## src/rtl/alu_pkg.sv

```systemverilog
package alu_pkg;

    localparam int ALU_W = 4;

    typedef enum logic [1:0] {
        OP_ADD   = 2'b00,
        OP_SUB   = 2'b01,
        OP_AND_A = 2'b10,
        OP_AND_B = 2'b11
    } alu_op_e;

    // High code bit selects the logic path; low bit only matters for arithmetic.
    function automatic logic op_is_logic(input alu_op_e op);
        return op[1];
    endfunction

    function automatic logic op_is_sub(input alu_op_e op);
        return (op == OP_SUB);
    endfunction

endpackage

```

## src/rtl/alu_addsub.sv

```systemverilog
module alu_addsub #(
    parameter int WIDTH = 4
) (
    input  logic [WIDTH-1:0] a_i,
    input  logic [WIDTH-1:0] b_i,
    input  logic             sub_i,
    output logic [WIDTH-1:0] sum_o,
    output logic             cout_o
);
    logic [WIDTH:0]   carry;
    logic [WIDTH-1:0] b_eff;

    assign carry[0] = sub_i;

    generate
        for (genvar i = 0; i < WIDTH; i++) begin : g_bit
            assign b_eff[i]    = b_i[i] ^ sub_i;
            assign sum_o[i]    = a_i[i] ^ b_eff[i] ^ carry[i];
            assign carry[i+1]  = (a_i[i] & b_eff[i]) | (carry[i] & (a_i[i] ^ b_eff[i]));
        end
    endgenerate

    assign cout_o = carry[WIDTH];
endmodule

```

## src/rtl/alu_and_unit.sv

```systemverilog
module alu_and_unit #(
    parameter int WIDTH = 4
) (
    input  logic [WIDTH-1:0] a_i,
    input  logic [WIDTH-1:0] b_i,
    output logic [WIDTH-1:0] y_o
);
    generate
        for (genvar i = 0; i < WIDTH; i++) begin : g_bit
            assign y_o[i] = a_i[i] & b_i[i];
        end
    endgenerate
endmodule

```

## src/rtl/alu_mux2.sv

```systemverilog
module alu_mux2 #(
    parameter int WIDTH = 4
) (
    input  logic             sel_i,
    input  logic [WIDTH-1:0] d0_i,
    input  logic [WIDTH-1:0] d1_i,
    output logic [WIDTH-1:0] y_o
);
    generate
        for (genvar i = 0; i < WIDTH; i++) begin : g_bit
            assign y_o[i] = (~sel_i & d0_i[i]) | (sel_i & d1_i[i]);
        end
    endgenerate
endmodule

```

## src/rtl/alu4_core.sv

```systemverilog
module alu4_core
    import alu_pkg::*;
#(
    parameter int WIDTH = ALU_W
) (
    input  logic             clk,
    input  logic             rst_n,
    input  logic [WIDTH-1:0] opa,
    input  logic [WIDTH-1:0] opb,
    input  logic [1:0]       ctrl,
    output logic [WIDTH-1:0] res,
    output logic             flag
);
    typedef struct packed {
        logic [WIDTH-1:0] res;
        logic             flag;
    } out_t;

    alu_op_e          op;
    logic             sub_en;
    logic             sel_logic;
    logic [WIDTH-1:0] arith_sum;
    logic             arith_cout;
    logic [WIDTH-1:0] and_val;
    logic [WIDTH-1:0] mux_val;
    out_t             out_d;
    out_t             out_q;

    assign op        = alu_op_e'(ctrl);
    assign sub_en    = op_is_sub(op);
    assign sel_logic = op_is_logic(op);

    alu_addsub #(.WIDTH(WIDTH)) u_addsub (
        .a_i    (opa),
        .b_i    (opb),
        .sub_i  (sub_en),
        .sum_o  (arith_sum),
        .cout_o (arith_cout)
    );

    alu_and_unit #(.WIDTH(WIDTH)) u_and (
        .a_i (opa),
        .b_i (opb),
        .y_o (and_val)
    );

    alu_mux2 #(.WIDTH(WIDTH)) u_mux (
        .sel_i (sel_logic),
        .d0_i  (arith_sum),
        .d1_i  (and_val),
        .y_o   (mux_val)
    );

    always_comb begin
        out_d      = out_q;
        out_d.res  = mux_val;
        out_d.flag = sel_logic ? 1'b0 : arith_cout;
    end

    always_ff @(posedge clk or negedge rst_n) begin
        if (!rst_n) begin
            out_q <= '0;
        end else begin
            out_q <= out_d;
        end
    end

    assign res  = out_q.res;
    assign flag = out_q.flag;
endmodule

```

## config.mk

```make
export PLATFORM = sky130hd
export DESIGN_NAME = alu4_core
export DESIGN_NICKNAME = d
export VERILOG_FILES = /design/src/rtl/alu_pkg.sv /design/src/rtl/alu_addsub.sv /design/src/rtl/alu_and_unit.sv /design/src/rtl/alu_mux2.sv /design/src/rtl/alu4_core.sv
export SDC_FILE = /design/constraint.sdc
export NUM_CORES = 1
export LEC_CHECK = 0
export ABC_AREA = 1
export BUFFER_PORTS_ARGS = -buffer_cell sky130_fd_sc_hd__buf_2
export CAP_MARGIN = 30
export CORE_AREA = 4 4 41 43
export CTS_CLUSTER_DIAMETER = 50
export DETAILED_ROUTE_END_ITERATION = 8
export DIE_AREA = 0 0 45 47
export GPL_TIMING_DRIVEN = 0
export SYNTH_ARGS = -nofsm -noshare
export SYNTH_HDL_FRONTEND = slang
export SYNTH_SLANG_ARGS = --single-unit
```

## constraint.sdc

```tcl
create_clock -name clk -period 0.8 [get_ports clk]
set_clock_uncertainty 0.1 [all_clocks]
set_input_delay 0.12 -clock clk [delete_from_list [all_inputs] [get_ports clk]]
set_output_delay 0.12 -clock clk [all_outputs]
set_load 0.03 [all_outputs]
```

==> run summary <==
Fill cell count - 133
CP max-delay cell - fa_2
Vias in the first global route - 360
CP Class - primary input to register
Final Cycle Share - 195%
Post-Synthesis Cells - 41
Setup crit start kind - primary input
Vias - 340
Synth Warn # - 0
Vias per Instance - 4.20
CP max stage delay - 0.54 ns
Clock power share - 29.9%
First-pass GRT wire length - 1220 microns
Avg Inst Size Synth - 8.09 sq um
ANT cells - 0
Failing checks - negative setup slack
Comb pwr share - 38.3%
CTS sink count - 5
Num CTS Buffers - 3
Synth Net Count - 57
Sw power - 0.295 mW
Pwr Density - 1540 nW/um^2
CP Max Fanout - 5
Post-synthesis register bit count - 5
H-tree Lvls - 1
Largest net degree at the start of global routing - 8
CTS tree - built
CP cell instances - buf_12 -> inv_16 -> nand2_4 -> nand2_2 -> nand2_2 -> fa_2 -> inv_2 -> fa_2 -> fa_2 -> o21ai_2
Fraction of layout cells with a size suffix above 1 - 54.5%
Gr ovfl total - 0
Reg power frac - 31.8%
Leak - 0.327 nW
Drt first pass iters - 4
Critical path arrival - 1.59 ns
CP endpoint kind - register
Asr flop ratio synth - 100%
Part of the Yosys area used for sequential elements - 37.7%
Routed wire length - 754 microns
F_max - 640 MHz
Cell Area, Synth - 332 sq um
Gpl congestion - 0.673
Core Rows - 13
Antenna violations before repair - 0
Setup Viol. Count Final - 9
Root buf cell - clkbuf_4
Synth-to-Final Area Change - 84.5%
DR iter-0 viols - 2
Cells on Worst Hold Path - 3
MaxCap Viol Count - 0
Status - finished with violations
Worst path required time - 0.82 ns
Core outline area - 1300 sq um
Reg clk slew, reported paths - 0.04 ns
Hold WS - 0.0359 ns
Total Routing Usage GR - 8.41%
Slack of the critical path - -0.763 ns
Routed wire per std cell - 9.31 microns
Antenna-violating nets left - 0
Most used cell, CP - fa_2
Maximum root-to-sink buffer count - 2
Dominant cell type by area after synthesis - dfrtp_1
Worst min path class - primary input to register
DRC viols - 0
Slew Viols, Final - 0
Chip Height - 47 microns
Synth top area share - 37.7%
I/O Buffers - 16
Top cells by area, synth - dfrtp_1 (38%), fa_1 (18%), nand2_1 (15%)
Most common library cells after synthesis - nand2_1 (13), inv_1 (7), nand3_1 (7)
Die ar. - 2120 sq um
Slew @ Worst Pin - 0.104 ns
Switch share - 31.3%
EDFF count, synth - 0
Setup TNS - -2.82 ns
Fin. Hold Viols - 0
Power Internal - 0.648 mW
Slew headroom - 93.1%
Ys flop type - dfrtp_1
Most common cell in the netlist - nand2_1
RSZ-0062 raised after global routing - true
Initial Utilization - 25.5%
Max rail drop VDD - 513 uV
Hpwl dp - 573 microns
Min cycle time layout - 1.56 ns
I/O pins - 17
DIE WIDTH - 45 microns
Nets@finish - 83
Unique cell type count in the Yosys netlist - 10
-- cells in the final DEF, fill, tap and decap left out --
| master | synthesis | routed |
|---|---|---|
| buf_4 | 0 | 4 |
| nand3_2 | 0 | 2 |
| dfrtp_1 | 5 | 5 |
| dlygate4sd3_1 | 0 | 1 |
| inv_1 | 7 | 5 |
| nand2_2 | 1 | 3 |
| buf_6 | 0 | 8 |
| o21ai_2 | 0 | 1 |
| buf_12 | 0 | 1 |
| clkbuf_1 | 0 | 1 |
| nand3_1 | 7 | 5 |
| inv_2 | 1 | 2 |
| nor2_1 | 1 | 1 |
| o21ai_1 | 0 | 1 |
| fa_2 | 0 | 3 |
| inv_16 | 0 | 1 |
| nand2_1 | 13 | 10 |
| buf_2 | 0 | 7 |
| clkbuf_4 | 0 | 3 |
| nand2_4 | 0 | 1 |
| ha_1 | 1 | 1 |
-- routing by layer --
metal	wire length, microns	vias to the layer above	GRT usage (%)	part of all wire [%]
met4	0	0	12.3	0
met5	0	-	0	0
met3	65	0	0	8.6
met2	403	17	13.3	53
li1	-	179	-	-
met1	284	144	8.75	38
-- final timing paths --
| path | end | slack, ns | start |
|---|---|---|---|
| min | res[1]$_DFF_PN0_ | 0.04 | opb[1] |
| max in group asynchronous | res[1]$_DFF_PN0_ | 0.35 | rst_n |
| min in group asynchronous | res[2]$_DFF_PN0_ | 0.13 | rst_n |
| max | res[3]$_DFF_PN0_ | -0.76 | ctrl[1] |
-- through the flow --
step	setup WS (ns)	power, mW	util, %	instances	cell area (sq um)
after CTS	-0.752	0.955	46.7	81	608
after global placement	-1.17	0.556	35.1	72	457
after global routing	-0.802	1.00	47.0	81	612
after floorplan	-0.805	0.462	-	41	358
final	-0.763	0.943	47.0	81	612
after detailed placement	-1.21	0.566	35.1	72	457
-- state kept, by name, summed over array words and instances (netlist names) --
name,cells
flag,1
res,4
-- repair_timing --
item | in CTS | in global routing
pin swaps | 5 | 3
resized for setup | 25 | 1
endpoints found under the hold margin | 5 | 0
buffers inserted | 4 | 0
endpoints found under the setup margin | 9 | 9
hold buffers | 1 | 0
-- layout make-up --
cell class / instances / area [sq um] / area share (%)
timing repair buffer: 21 / 185 / 30.3
inverter: 8 / 46.3 / 7.57
tap: 15 / 18.8 / 3.07
sequential: 5 / 125 / 20.4
multi-input combinational: 28 / 210 / 34.4
clock buffer: 4 / 26.3 / 4.29
-- logic make-up (layout without fill, tap and decap cells) --
family / Yosys count / in the layout / share of synthesized area [%]
buf+inv: 8 / 33 / 9.06
flops: 5 / 5 / 37.7
fa+ha+maj: 4 / 4 / 21.9
simple gates: 22 / 22 / 28.3
compound gates: 2 / 2 / 3.02
-- power groups by stage --
stage          logic, mW  clock network [mW]  registers (mW)
2_1_floorplan     0.0966                   0           0.365
3_3_place_gp       0.261                   0           0.295
3_5_place_dp       0.271                   0           0.296
4_1_cts            0.356               0.299           0.300
5_1_grt            0.392               0.308           0.304
6_report           0.361               0.282           0.299
-- critical path: cells and delay by family --
family	cells	cell delay, ns
buffers and inverters	3	0.18
adder cells (fa/ha/maj)	3	1.07
AND/OR/NAND/NOR	3	0.17
AO/OA/AOI/OAI	1	0.05
No activity file was read; power rests on OpenSTA's default activity.
